## src/rtl/nse_pkg.sv

```systemverilog
package nse_pkg;

   localparam int NSE_CS_W = 3;

   typedef enum logic {
      DIR_FETCH = 1'b0,
      DIR_POST  = 1'b1
   } nse_dir_e;

   // bit order matches the setup register layout
   typedef struct packed {
      logic          en;
      logic          sync_dma;
      logic [2:0]    cs;
      logic          wide;
      nse_dir_e      dir;
   } nse_cfg_t;

   localparam logic [2:0] RA_CTRL   = 3'd0;
   localparam logic [2:0] RA_SETUP  = 3'd1;
   localparam logic [2:0] RA_THRESH = 3'd2;
   localparam logic [2:0] RA_COUNT  = 3'd3;
   localparam logic [2:0] RA_DMASZ  = 3'd4;
   localparam logic [2:0] RA_STATUS = 3'd5;

endpackage

```

## src/rtl/nse_fifo.sv

```systemverilog
module nse_fifo #(
   parameter int DEPTH = 64,
   localparam int AW = $clog2(DEPTH),
   localparam int LW = AW + 1
) (
   input  logic          clk,
   input  logic          rst_n,
   input  logic          clr,
   input  logic [1:0]    push_n,
   input  logic [15:0]   push_data,
   input  logic [1:0]    pop_n,
   output logic [15:0]   peek,
   output logic [LW-1:0] level,
   output logic [LW-1:0] free
);

   if ((1 << AW) != DEPTH || DEPTH < 4) begin : g_bad_depth
      $error("nse_fifo: DEPTH must be a power of two of at least 4");
   end

   logic [7:0]    mem [DEPTH];
   logic [AW-1:0] wr_ptr, rd_ptr;
   logic [LW-1:0] level_q;

   always_ff @(posedge clk) begin
      for (int l = 0; l < 2; l++) begin
         if (!clr && push_n > 2'(l)) mem[wr_ptr + AW'(l)] <= push_data[l*8 +: 8];
      end
   end

   always_ff @(posedge clk or negedge rst_n) begin
      if (!rst_n) begin
         wr_ptr  <= '0;
         rd_ptr  <= '0;
         level_q <= '0;
      end else if (clr) begin
         wr_ptr  <= '0;
         rd_ptr  <= '0;
         level_q <= '0;
      end else begin
         wr_ptr  <= wr_ptr + AW'(push_n);
         rd_ptr  <= rd_ptr + AW'(pop_n);
         level_q <= level_q + LW'(push_n) - LW'(pop_n);
      end
   end

   assign peek  = {mem[rd_ptr + AW'(1)], mem[rd_ptr]};
   assign level = level_q;
   assign free  = LW'(DEPTH) - level_q;

   a_r3_level_bound: assert property (@(posedge clk) disable iff (!rst_n)
      level_q <= LW'(DEPTH));
   a_r3_no_underflow: assert property (@(posedge clk) disable iff (!rst_n)
      !clr |-> LW'(pop_n) <= level_q);

endmodule

```

## src/rtl/nse_regs.sv

```systemverilog
module nse_regs
   import nse_pkg::*;
#(
   parameter int DEPTH = 64,
   parameter int CNT_W = 16,
   localparam int LW = $clog2(DEPTH) + 1
) (
   input  logic             clk,
   input  logic             rst_n,
   input  logic             cfg_we,
   input  logic [2:0]       cfg_addr,
   input  logic [CNT_W-1:0] cfg_wdata,
   output logic [CNT_W-1:0] cfg_rdata,
   input  logic [CNT_W-1:0] remaining,
   input  logic             seq_done,
   output nse_cfg_t         cfg,
   output logic [LW-1:0]    thresh,
   output logic [LW-1:0]    dma_size,
   output logic             cnt_ld,
   output logic [CNT_W-1:0] cnt_val,
   output logic             run,
   output logic             cfg_clr
);

   nse_cfg_t      cfg_q;
   logic [LW-1:0] thresh_q, dmasz_q;
   logic          run_q, done_q;
   logic          wr_ok;

   function automatic logic [LW-1:0] clamp_lvl(input logic [CNT_W-1:0] v);
      if (v == '0) return LW'(1);
      if (int'(v) > DEPTH) return LW'(DEPTH);
      return v[LW-1:0];
   endfunction

   assign wr_ok = cfg_we && !run_q;

   always_ff @(posedge clk or negedge rst_n) begin
      if (!rst_n) begin
         cfg_q    <= '0;
         thresh_q <= LW'(1);
         dmasz_q  <= LW'(1);
         run_q    <= 1'b0;
         done_q   <= 1'b0;
      end else begin
         if (cfg_we && cfg_addr == RA_STATUS && cfg_wdata[0]) done_q <= 1'b0;
         if (seq_done) begin
            run_q  <= 1'b0;
            done_q <= 1'b1;
         end
         if (wr_ok && cfg_addr == RA_CTRL && cfg_wdata[0] && cfg_q.en) run_q <= 1'b1;
         if (wr_ok && cfg_addr == RA_SETUP)  cfg_q    <= nse_cfg_t'(cfg_wdata[6:0]);
         if (wr_ok && cfg_addr == RA_THRESH) thresh_q <= clamp_lvl(cfg_wdata);
         if (wr_ok && cfg_addr == RA_DMASZ)  dmasz_q  <= clamp_lvl(cfg_wdata);
      end
   end

   always_comb begin
      cfg_rdata = '0;
      case (cfg_addr)
         RA_CTRL:   cfg_rdata = CNT_W'(run_q);
         RA_SETUP:  cfg_rdata = CNT_W'(cfg_q);
         RA_THRESH: cfg_rdata = CNT_W'(thresh_q);
         RA_COUNT:  cfg_rdata = remaining;
         RA_DMASZ:  cfg_rdata = CNT_W'(dmasz_q);
         RA_STATUS: cfg_rdata = CNT_W'(done_q);
         default:   cfg_rdata = '0;
      endcase
   end

   assign cfg      = cfg_q;
   assign thresh   = thresh_q;
   assign dma_size = dmasz_q;
   assign cnt_ld   = wr_ok && cfg_addr == RA_COUNT;
   assign cnt_val  = cfg_wdata;
   assign run      = run_q;
   assign cfg_clr  = wr_ok && cfg_addr == RA_SETUP;

   // setup is frozen while the engine runs
   a_r2_setup_frozen: assert property (@(posedge clk) disable iff (!rst_n)
      run_q |=> $stable(cfg_q) && $stable(thresh_q) && $stable(dmasz_q));
   a_r8_thresh_range: assert property (@(posedge clk) disable iff (!rst_n)
      thresh_q >= LW'(1) && thresh_q <= LW'(DEPTH) && dmasz_q >= LW'(1));
   a_r13_run_needs_en: assert property (@(posedge clk) disable iff (!rst_n)
      $rose(run_q) |-> cfg_q.en);

endmodule

```

## src/rtl/nse_seq.sv

```systemverilog
module nse_seq
   import nse_pkg::*;
#(
   parameter int DEPTH   = 64,
   parameter int CNT_W   = 16,
   parameter bit WIDE_EN = 1'b1,
   localparam int LW = $clog2(DEPTH) + 1
) (
   input  logic                clk,
   input  logic                rst_n,
   input  logic                run,
   input  nse_dir_e            dir,
   input  logic                wide_cfg,
   input  logic [NSE_CS_W-1:0] cs_cfg,
   input  logic                cnt_ld,
   input  logic [CNT_W-1:0]    cnt_val,
   input  logic [LW-1:0]       level,
   input  logic [LW-1:0]       free,
   input  logic [15:0]         peek,
   input  logic                dev_ack,
   input  logic [15:0]         dev_rdata,
   output logic                dev_req,
   output logic                dev_we,
   output logic                dev_wide,
   output logic [NSE_CS_W-1:0] dev_cs,
   output logic [15:0]         dev_wdata,
   output logic [1:0]          push_n,
   output logic [15:0]         push_data,
   output logic [1:0]          pop_n,
   output logic [CNT_W-1:0]    remaining,
   output logic                done
);

   logic                wide_sel;
   logic [1:0]          asz, asz_q;
   logic                req_q, we_q, wide_q;
   logic [NSE_CS_W-1:0] cs_q;
   logic [15:0]         wdata_q;
   logic [CNT_W-1:0]    rem_q;
   logic                avail, issue, complete;

   if (WIDE_EN) begin : g_wide
      assign wide_sel = wide_cfg;
   end else begin : g_narrow
      assign wide_sel = 1'b0;
   end

   assign asz      = wide_sel ? 2'd2 : 2'd1;
   assign asz_q    = wide_q ? 2'd2 : 2'd1;
   assign avail    = (dir == DIR_FETCH) ? (free >= LW'(asz)) : (level >= LW'(asz));
   assign issue    = run && !req_q && rem_q != '0 && avail;
   assign complete = req_q && dev_ack;
   assign done     = run && !req_q && rem_q == '0;

   always_ff @(posedge clk or negedge rst_n) begin
      if (!rst_n) begin
         req_q   <= 1'b0;
         we_q    <= 1'b0;
         wide_q  <= 1'b0;
         cs_q    <= '0;
         wdata_q <= '0;
         rem_q   <= '0;
      end else begin
         if (issue) begin
            req_q   <= 1'b1;
            we_q    <= (dir == DIR_POST);
            wide_q  <= wide_sel;
            cs_q    <= cs_cfg;
            wdata_q <= wide_sel ? peek : {8'h00, peek[7:0]};
         end else if (complete) begin
            req_q <= 1'b0;
         end
         if (cnt_ld) rem_q <= cnt_val;
         else if (complete) rem_q <= (rem_q <= CNT_W'(asz_q)) ? '0 : rem_q - CNT_W'(asz_q);
      end
   end

   assign push_n    = (complete && !we_q) ? asz_q : 2'd0;
   assign pop_n     = (complete &&  we_q) ? asz_q : 2'd0;
   assign push_data = wide_q ? dev_rdata : {8'h00, dev_rdata[7:0]};

   assign dev_req   = req_q;
   assign dev_we    = we_q;
   assign dev_wide  = wide_q;
   assign dev_cs    = cs_q;
   assign dev_wdata = wdata_q;
   assign remaining = rem_q;

   a_r11_req_hold: assert property (@(posedge clk) disable iff (!rst_n)
      dev_req && !dev_ack |=> dev_req && $stable(dev_we) && $stable(dev_wdata) && $stable(dev_cs));
   a_r5_no_req_at_zero: assert property (@(posedge clk) disable iff (!rst_n)
      dev_req |-> rem_q != '0);
   a_r6_cs_bound: assert property (@(posedge clk) disable iff (!rst_n)
      dev_req |-> dev_cs == cs_cfg && run);
   a_r4_post_has_data: assert property (@(posedge clk) disable iff (!rst_n)
      dev_req && dev_we |-> level >= LW'(asz_q));

endmodule

```

## src/rtl/nse_sync.sv

```systemverilog
module nse_sync
   import nse_pkg::*;
#(
   parameter int DEPTH = 64,
   localparam int LW = $clog2(DEPTH) + 1
) (
   input  logic          clk,
   input  logic          rst_n,
   input  logic          en,
   input  logic          sync_dma,
   input  nse_dir_e      dir,
   input  logic [LW-1:0] thresh,
   input  logic [LW-1:0] dma_size,
   input  logic [LW-1:0] level,
   input  logic [LW-1:0] free,
   input  logic          host_xfer,
   output logic          irq,
   output logic          dma_req
);

   logic [LW-1:0] metric, budget_q;
   logic          hit, act_q;

   assign metric = (dir == DIR_FETCH) ? level : free;
   assign hit    = en && metric >= thresh;
   assign irq    = hit && !sync_dma;

   always_ff @(posedge clk or negedge rst_n) begin
      if (!rst_n) begin
         act_q    <= 1'b0;
         budget_q <= '0;
      end else if (!(en && sync_dma)) begin
         act_q <= 1'b0;
      end else if (!act_q) begin
         if (hit) begin
            act_q    <= 1'b1;
            budget_q <= dma_size;
         end
      end else if (host_xfer) begin
         if (budget_q <= LW'(1)) act_q <= 1'b0;
         budget_q <= budget_q - LW'(1);
      end
   end

   assign dma_req = act_q;

   a_r10_dma_hold: assert property (@(posedge clk) disable iff (!rst_n)
      dma_req && !host_xfer && en && sync_dma |=> dma_req);
   a_r10_dma_fall_after_xfer: assert property (@(posedge clk) disable iff (!rst_n)
      $fell(dma_req) && en && sync_dma && $past(en && sync_dma) |-> $past(host_xfer));

endmodule

```

## src/rtl/nand_stream_engine.sv

```systemverilog
module nand_stream_engine
   import nse_pkg::*;
#(
   parameter int DEPTH   = 64,
   parameter int CNT_W   = 16,
   parameter bit WIDE_EN = 1'b1,
   localparam int LW = $clog2(DEPTH) + 1
) (
   input  logic                clk,
   input  logic                rst_n,
   input  logic                cfg_we,
   input  logic [2:0]          cfg_addr,
   input  logic [CNT_W-1:0]    cfg_wdata,
   output logic [CNT_W-1:0]    cfg_rdata,
   input  logic                host_wr_valid,
   input  logic [7:0]          host_wr_data,
   output logic                host_wr_ready,
   output logic                host_rd_valid,
   output logic [7:0]          host_rd_data,
   input  logic                host_rd_ready,
   output logic                dev_req,
   output logic                dev_we,
   output logic                dev_wide,
   output logic [NSE_CS_W-1:0] dev_cs,
   output logic [15:0]         dev_wdata,
   input  logic                dev_ack,
   input  logic [15:0]         dev_rdata,
   output logic                irq,
   output logic                dma_req
);

   if (CNT_W < LW || CNT_W < 7) begin : g_bad_cnt
      $error("nand_stream_engine: CNT_W too narrow for register fields");
   end

   nse_cfg_t         cfg;
   logic [LW-1:0]    thresh, dma_size, level, free;
   logic             cnt_ld, run, cfg_clr, seq_done;
   logic [CNT_W-1:0] cnt_val, remaining;
   logic [1:0]       seq_push_n, seq_pop_n, f_push_n, f_pop_n;
   logic [15:0]      seq_push_data, f_push_data, peek;
   logic             rd_hs, wr_hs;

   nse_regs #(.DEPTH(DEPTH), .CNT_W(CNT_W)) regs_i (
      .clk, .rst_n, .cfg_we, .cfg_addr, .cfg_wdata, .cfg_rdata,
      .remaining, .seq_done, .cfg, .thresh, .dma_size,
      .cnt_ld, .cnt_val, .run, .cfg_clr
   );

   nse_seq #(.DEPTH(DEPTH), .CNT_W(CNT_W), .WIDE_EN(WIDE_EN)) seq_i (
      .clk, .rst_n, .run, .dir(cfg.dir), .wide_cfg(cfg.wide), .cs_cfg(cfg.cs),
      .cnt_ld, .cnt_val, .level, .free, .peek, .dev_ack, .dev_rdata,
      .dev_req, .dev_we, .dev_wide, .dev_cs, .dev_wdata,
      .push_n(seq_push_n), .push_data(seq_push_data), .pop_n(seq_pop_n),
      .remaining, .done(seq_done)
   );

   assign host_rd_valid = cfg.en && cfg.dir == DIR_FETCH && level != '0;
   assign host_wr_ready = cfg.en && cfg.dir == DIR_POST && free != '0;
   assign host_rd_data  = peek[7:0];
   assign rd_hs         = host_rd_valid && host_rd_ready;
   assign wr_hs         = host_wr_valid && host_wr_ready;

   always_comb begin
      if (cfg.dir == DIR_FETCH) begin
         f_push_n    = seq_push_n;
         f_push_data = seq_push_data;
         f_pop_n     = {1'b0, rd_hs};
      end else begin
         f_push_n    = {1'b0, wr_hs};
         f_push_data = {8'h00, host_wr_data};
         f_pop_n     = seq_pop_n;
      end
   end

   nse_fifo #(.DEPTH(DEPTH)) fifo_i (
      .clk, .rst_n, .clr(cfg_clr), .push_n(f_push_n), .push_data(f_push_data),
      .pop_n(f_pop_n), .peek, .level, .free
   );

   nse_sync #(.DEPTH(DEPTH)) sync_i (
      .clk, .rst_n, .en(cfg.en), .sync_dma(cfg.sync_dma), .dir(cfg.dir),
      .thresh, .dma_size, .level, .free, .host_xfer(rd_hs || wr_hs),
      .irq, .dma_req
   );

   a_r12_host_side_gated: assert property (@(posedge clk) disable iff (!rst_n)
      !(host_rd_valid && host_wr_ready));

endmodule

```

## config.mk

```make
export PLATFORM = sky130hd
export DESIGN_NAME = nand_stream_engine
export DESIGN_NICKNAME = d
export VERILOG_FILES = /design/src/rtl/nse_pkg.sv /design/src/rtl/nse_fifo.sv /design/src/rtl/nse_regs.sv /design/src/rtl/nse_seq.sv /design/src/rtl/nse_sync.sv /design/src/rtl/nand_stream_engine.sv
export SDC_FILE = /design/constraint.sdc
export NUM_CORES = 2
export LEC_CHECK = 0
export BUFFER_PORTS_ARGS = -buffer_cell sky130_fd_sc_hd__buf_2
export CORE_MARGIN = 4
export CORE_UTILIZATION = 35
export CTS_BUF_LIST = sky130_fd_sc_hd__clkbuf_8
export CTS_CLUSTER_DIAMETER = 30
export DETAILED_ROUTE_END_ITERATION = 7
export HOLD_SLACK_MARGIN = 0.08
export PLACE_DENSITY_LB_ADDON = 0.3
export SLEW_MARGIN = 40
export SYNTH_ARGS = -nofsm -noshare
export SYNTH_HDL_FRONTEND = slang
export SYNTH_HIERARCHICAL = 1
export SYNTH_SLANG_ARGS = --single-unit
```

## constraint.sdc

```tcl
create_clock -name clk -period 3.3 [get_ports clk]
set_input_delay 0.495 -clock clk [delete_from_list [all_inputs] [get_ports clk]]
set_output_delay 0.495 -clock clk [all_outputs]
set_load 0.01 [all_outputs]
```

After elaboration in Yosys (flattened, before gate mapping)
Memories as Yosys holds them, arrays and structs flattened. Index checks and enable logic that the tools add are counted.

Input bits: 49. Word-level logic and storage cells: 141. Flip-flop bits (word level): 88. Memories kept: 1. Bits in writable memories: 512. Output and inout bits: 50.

$lt $le $gt $ge: 8. Reduce and logical (&&, ||, !) cells: 46. Bitwise gates (word level): 1. $add $sub $neg: 9. Multiplexer cells: 50. Eq/ne operators: 6.

Memory list: fifo_i.mem (depth 64, bits a word 8, rd ports 2, clocked after memory_dff 0, write ports 2, line nse_fifo.sv:21) `logic [7:0] mem [DEPTH];`.

Operator list (count): 16-bit two-way mux (6); 16-bit case mux with 6 select lines (1); 7-bit two-way mux (11); 16-bit logical NOT (2); 1-bit logical AND (28); 1-bit two-way mux (24); 16-bit by 7-bit greater-than comparator with 1-bit output (second input constant) (1); 16-bit by 2-bit less-or-equal comparator with 1-bit output (1); 16-bit nonzero test (1); 16-bit by 2-bit subtractor with 16-bit output (1); 7-bit by 2-bit greater-or-equal comparator with 1-bit output (2); 7-bit nonzero test (2); 6-bit by 1-bit adder with 6-bit output (second input constant) (2); 6-bit by 2-bit adder with 6-bit output (2); 2-bit two-way mux (6); 6-bit two-way mux (2); 2-bit nonzero test (5); 7-bit by 2-bit adder with 7-bit output (1); 7-bit greater-or-equal comparator (1); 7-bit by 1-bit less-or-equal comparator with 1-bit output (second input constant) (1); 7-bit by 1-bit subtractor with 7-bit output (second input constant) (1); 7-bit by 2-bit subtractor with 7-bit output (1); 7-bit subtractor (first input constant) (1); 3-bit by 2-bit equality test with 1-bit output (second input constant) (2); other kinds (9) (15).

Longest topological paths before layout
Depth in word-level cells: 9. Depth in mapped cells: 18. Gate-level depth less buffers: 18.

Hierarchy
Netlist, hierarchy kept.

Modules (own cells, without submodules): nse_fifo (cells an instance 2179, times used 1, area an instance 32811.5 sq um, seq. area each 15850.2 sq um); nse_seq (cells an instance 229, times used 1, area an instance 2239.6 sq um, seq. area each 950.9 sq um); nse_regs (cells an instance 153, times used 1, area an instance 1495.2 sq um, seq. area each 578.1 sq um); nse_sync (cells an instance 96, times used 1, area an instance 815.8 sq um, seq. area each 200.2 sq um); nand_stream_engine (cells an instance 32, times used 1, area an instance 254.0 sq um, seq. area each 0.0 sq um).

Least setup slack after synthesis
OpenSTA, ideal clock, no wires.

Path type: register -> register. From: reg fifo_i.level_q[2] (netlist: fifo_i/level[2]). To: reg fifo_i.level_q[6] (netlist: fifo_i/level[6]). Arrival time: 3468 ps. Setup time: 78 ps. Slack: -246 ps. Stages on the path, launching flop included: 18. Path buffers: 0. Data required time: 3222 ps. Period minus slack after synthesis: 3546 ps. Cell sequence: dfrtp_1 > nor3_1 > nand2_1 > xnor2_1 > nor4_1 > a21oi_1 > a22o_1 > inv_1 > ha_1 > inv_1 > ha_1 > fa_1 > a21oi_1 > o21bai_1 > a21oi_1 > nor2_1 > or3_1 > a21oi_1.

Word-level cells in the longest chain between the ends: 8. Elaborated cells on any way between the ends: 12. Classes of those cells: add/sub: 3; mux: 3; reduce/logical: 6.

RTL lines: from (decl) (line nse_fifo.sv:23) `logic [LW-1:0] level_q;`; from (signal assigned) (line nse_fifo.sv:43) `level_q <= level_q + LW'(push_n) - LW'(pop_n);`; 7-bit subtractor (line nse_fifo.sv:49) `assign free = LW'(DEPTH) - level_q;`; named net free[5] (line nand_stream_engine.sv:37) `logic [LW-1:0] thresh, dma_size, level, free;`; 7-bit nonzero test (line nand_stream_engine.sv:59) `assign host_wr_ready = cfg.en && cfg.dir == DIR_POST && free != '0;`; 1-bit logical AND (line nand_stream_engine.sv:59); named net host_wr_ready (line nand_stream_engine.sv:17) `output logic host_wr_ready,`; 1-bit logical AND (line nand_stream_engine.sv:62) `assign wr_hs = host_wr_valid && host_wr_ready;`; 2-bit two-way mux (line nand_stream_engine.sv:65) `if (cfg.dir == DIR_FETCH) begin`; named net f_push_n[0] (line nand_stream_engine.sv:40) `logic [1:0] seq_push_n, seq_pop_n, f_push_n, f_pop_n;`; 7-bit by 2-bit adder with 7-bit output (line nse_fifo.sv:43); 7-bit by 2-bit subtractor with 7-bit output (line nse_fifo.sv:43); 7-bit two-way mux (line nse_fifo.sv:36) `end else if (clr) begin`.

The timed path passes the listed nets, and every way through them passes these cells. A chain may end at the register's enable or synchronous reset.

Worst setup path in the final report
From: reg fifo_i.rd_ptr[0]. To: out host_rd_data[6].

Word-level cells in the longest chain between the ends: 1.

RTL lines: from (decl) (line nse_fifo.sv:22) `logic [AW-1:0] wr_ptr, rd_ptr;`; from (signal assigned) (line nse_fifo.sv:42) `rd_ptr <= rd_ptr + AW'(pop_n);`; memory 64 x 8 bit; to (decl) (line nand_stream_engine.sv:19) `output logic [7:0] host_rd_data,`.

No other way between the ends.

==> qor.csv <==
stage,metric,value,unit
outcome,outcome,"complete, but fails checks",
outcome,violated checks,setup timing,
critical_path,Crit path arrival time,3.38,ns
cells_and_area,final design utilization,0.449,
sta,hold slack,0.225,ns
clock_network,Root Buffer Master,clkbuf_8,
placement,DPL Wire Length,89.4,mm
power,Max IR drop VDD,533,uV
min_path,Hold WC Path Type,input pin to flip-flop,
sta,Final min period,3.87,ns
cells_and_area,register area,17600,sq um
route,WL/cell,29.3,um
route,first-pass detailed-route iteration total,5,
sta,Final WS setup,-0.575,ns
route,Final Routed Wirelength,135,mm
sta,setup TNS,-4.60,ns
grt,global-route wire length before repair,194,mm
cells_and_area,fill cell count,9356,
cells_and_area,Layout Cells excl Fill,4614,
grt,Tot GR Track Use,0.234,
floorplanning,core area,106000,sq um
run,max-cap violation count,0,
sta,Clock Skew,0.0506,ns
sta,Fmax achieved,0.258,GHz
placement,placer congestion estimate,0.933,
floorplanning,IO Pins,99,
floorplanning,DIE AREA,113000,sq um
cells_and_area,ratio of cells with drive above 1 in the final layout,0.554,
critical_path,Startpoint Class,flip-flop,
logic_synthesis,synthesized cell area,37600,sq um
cells_and_area,area grow syn2layout,26.6,%
clock_network,CTS H-tree depth,4,
sta,Final Hold Viols,0,
logic_synthesis,post-synth cell types,84,
floorplanning,Starting Density,0.355,
floorplanning,Die Y,336,um
logic_synthesis,sequential share of the synthesized area,0.467,
clock_network,TritonCTS buffer count,154,
logic_synthesis,Post-Syn Instances,2689,
route,starting DRC count in detailed routing,2909,
critical_path,crit path buf inv count,4,
power,Clk pwr share,0.269,
critical_path,WS Path Type,flip-flop to output port,
placement,# placed instances,4215,
cells_and_area,area of the multi-input gates,18700,sq um
critical_path,"Data required, critical path",2.80,ns
logic_synthesis,ys flop type,edfxtp_1,
power,Int Pwr,26.6,mW
critical_path,kind of cell adding the most delay to the critical path,multiplexers,
power,static leakage,17.5,nW
route,antenna-violating nets left,0,
power,Flop pwr share,0.228,
power,switching power,15.3,mW
critical_path,Crit. End Element,output port,
power,Power Density,879,nW/um^2
route,Vias/cell,5.96,
placement,# port buffers,98,
grt,pin count of the biggest net entering global routing,65,
clock_network,clock transition at the registers of the reported paths,0.05,ns
placement,Post-Place Setup Slack,-0.315,ns
logic_synthesis,number of synthesized flops with an enable pin,512,
clock_network,CTS tree,built,
clock_network,CTS Buffer Depth,3,
critical_path,slowest CP cell,mux4_2,
critical_path,Slowest Stage Delay on Critical Path,0.65,ns
grt,vias in the first global route,28200,
route,DR vias,27500,
grt,initial antenna violation count,6,
logic_synthesis,fraction of registers with async set/reset,0.147,
sta,Tcrit/Tclk final,1.17,
power,Sw Share,0.365,
critical_path,CP Cell Sequence,buf_12 -> buf_12 -> mux4_2 -> mux4_2 -> a22oi_2 -> nand3_2 -> buf_6 -> buf_6,
cells_and_area,"commonest non-fill, non-tap cells in the layout","mux2_2, edfxtp_1, buf_4",
logic_synthesis,Yosys Warn Count,6,
grt,total grt overflow,0,
sta,final slew viol count,0,
route,Remaining DRCs,0,
sta,RSZ-0062 raised after global routing,yes,
logic_synthesis,total nets after synthesis,2775,
sta,Least-Margin Pin Slew,0.890,ns
power,Comb pwr share,0.502,
clock_network,clock latency at the later pin of the worst-skew pair,0.84,ns
floorplanning,Die X,336,um
logic_synthesis,#FFs+latches synth,600,
floorplanning,Core Rows,119,
cells_and_area,nets,3175,
critical_path,peak fanout along the critical path,9,
clock_network,clk sink count,600,
logic_synthesis,post-synthesis average cell area,14.0,sq um
sta,Max-Slew Margin vs Limit,0.407,
sta,final setup fails,14,
## worst reg2reg max path, stage by stage (launching register included)
cell      delay, ns
dfrtp_1        0.42
inv_2          0.10
ha_4           0.17
nand3_2        0.10
xnor2_2        0.17
nor4_4         0.30
a21oi_2        0.10
a22o_1         0.24
inv_2          0.08
ha_4           0.13
inv_2          0.04
ha_4           0.15
fa_2           0.36
a21oi_2        0.14
o21bai_2       0.08
a21oi_1        0.15
nor2_1         0.07
or3_1          0.39
a21oi_2        0.14
## repair_timing
action | in CTS | in global routing
endpoints found under the hold margin | 78 | 0
hold buffers | 19 | 0
resized for setup | 110 | 99
setup buffers | 37 | 37
pin swaps | 38 | 40
gates cloned | 8 | 9
setup endpoints to repair | 250 | 290
## Yosys cell counts, drive strengths merged (36+ instances only)
cell type | instances | share of area
nor2 | 67 | 0.012
nor2b | 36 | 0.0060
mux2i | 37 | 0.0098
o21ai | 113 | 0.015
inv | 181 | 0.018
dfrtp | 86 | 0.057
mux2 | 558 | 0.17
clkbuf | 134 | 0.013
edfxtp | 512 | 0.41
buf | 142 | 0.023
nand2 | 104 | 0.011
o22ai | 98 | 0.017
mux4 | 278 | 0.17
## flip-flops by register name, summed over array words and instances, names as in the netlist, 3 cells and up
register	cells
regs_i/cfg	7
seq_i/dev_cs	3
fifo_i/rd_ptr	6
seq_i/remaining	16
seq_i/dev_wdata	16
fifo_i/wr_ptr	6
fifo_i/mem	512
regs_i/thresh	7
regs_i/dma_size	7
sync_i/budget_q	7
fifo_i/level	7
## final timing paths
check / start / endpoint / slack [ns] / depth (start not counted)
setup / recovery: fifo_i/rd_ptr[0] / host_rd_data[6] / -0.57 / 8
hold / removal: host_wr_valid / sync_i/dma_req / 0.23 / 3
setup reg to reg: fifo_i/level[1] / fifo_i/level[6] / -0.09 / 18
hold reg to reg: seq_i/dev_wdata[1] / seq_i/dev_wdata[1] / 0.50 / 1
max in group asynchronous: rst_n / seq_i/dev_wdata[9] / 2.23 / 3
min in group asynchronous: rst_n / sync_i/budget_q[6] / 0.25 / 2
## through the flow
stage                     cell area [sq um]  power (mW)
after floorplan                       37700        20.7
final                                 47600        41.8
after CTS                             46800        40.2
after global routing                  47600        43.5
after detailed placement              41800        27.2
after global placement                41700        27.0
## area by class of cell
type                       instances  area share
multi-input combinational       1632       0.394
sequential                       600       0.370
timing repair buffer             520       0.107
clock buffer                     158      0.0457
tap                             1391      0.0366
clock inverter                   128      0.0328
inverter                         181      0.0143
antenna                            4    0.000210
## routing by layer
metal / wire length (um) / track usage / up-vias
li1: - / - / 11300
met1: 52100 / 0.295 / 14200
met2: 63700 / 0.376 / 1636
met3: 12500 / 0.0576 / 367
met4: 7080 / 0.119 / 0
met5: 0 / 0 / -
## kinds of logic (layout without fill, tap and decap cells)
| logic type | Yosys count | count (layout) | share of synthesized area |
|---|---|---|---|
| compound gates | 321 | 321 | 0.0543 |
| xor+xnor | 29 | 29 | 0.00715 |
| fa+ha+maj | 37 | 37 | 0.0133 |
| other cells | 0 | 4 | 0 |
| mux | 873 | 873 | 0.346 |
| simple gates | 372 | 372 | 0.0580 |
| buf+inv | 457 | 987 | 0.0541 |
| flops | 600 | 600 | 0.467 |
## power groups by stage
stage | clock network [mW] | registers [mW] | logic (mW)
6_report | 11.3 | 9.55 | 21.0
5_1_grt | 11.9 | 9.61 | 22.0
4_1_cts | 11.4 | 9.54 | 19.2
3_5_place_dp | 0 | 9.72 | 17.5
3_3_place_gp | 0 | 9.70 | 17.3
2_1_floorplan | 0 | 9.53 | 11.1
(Power assumes the default switching activity.)
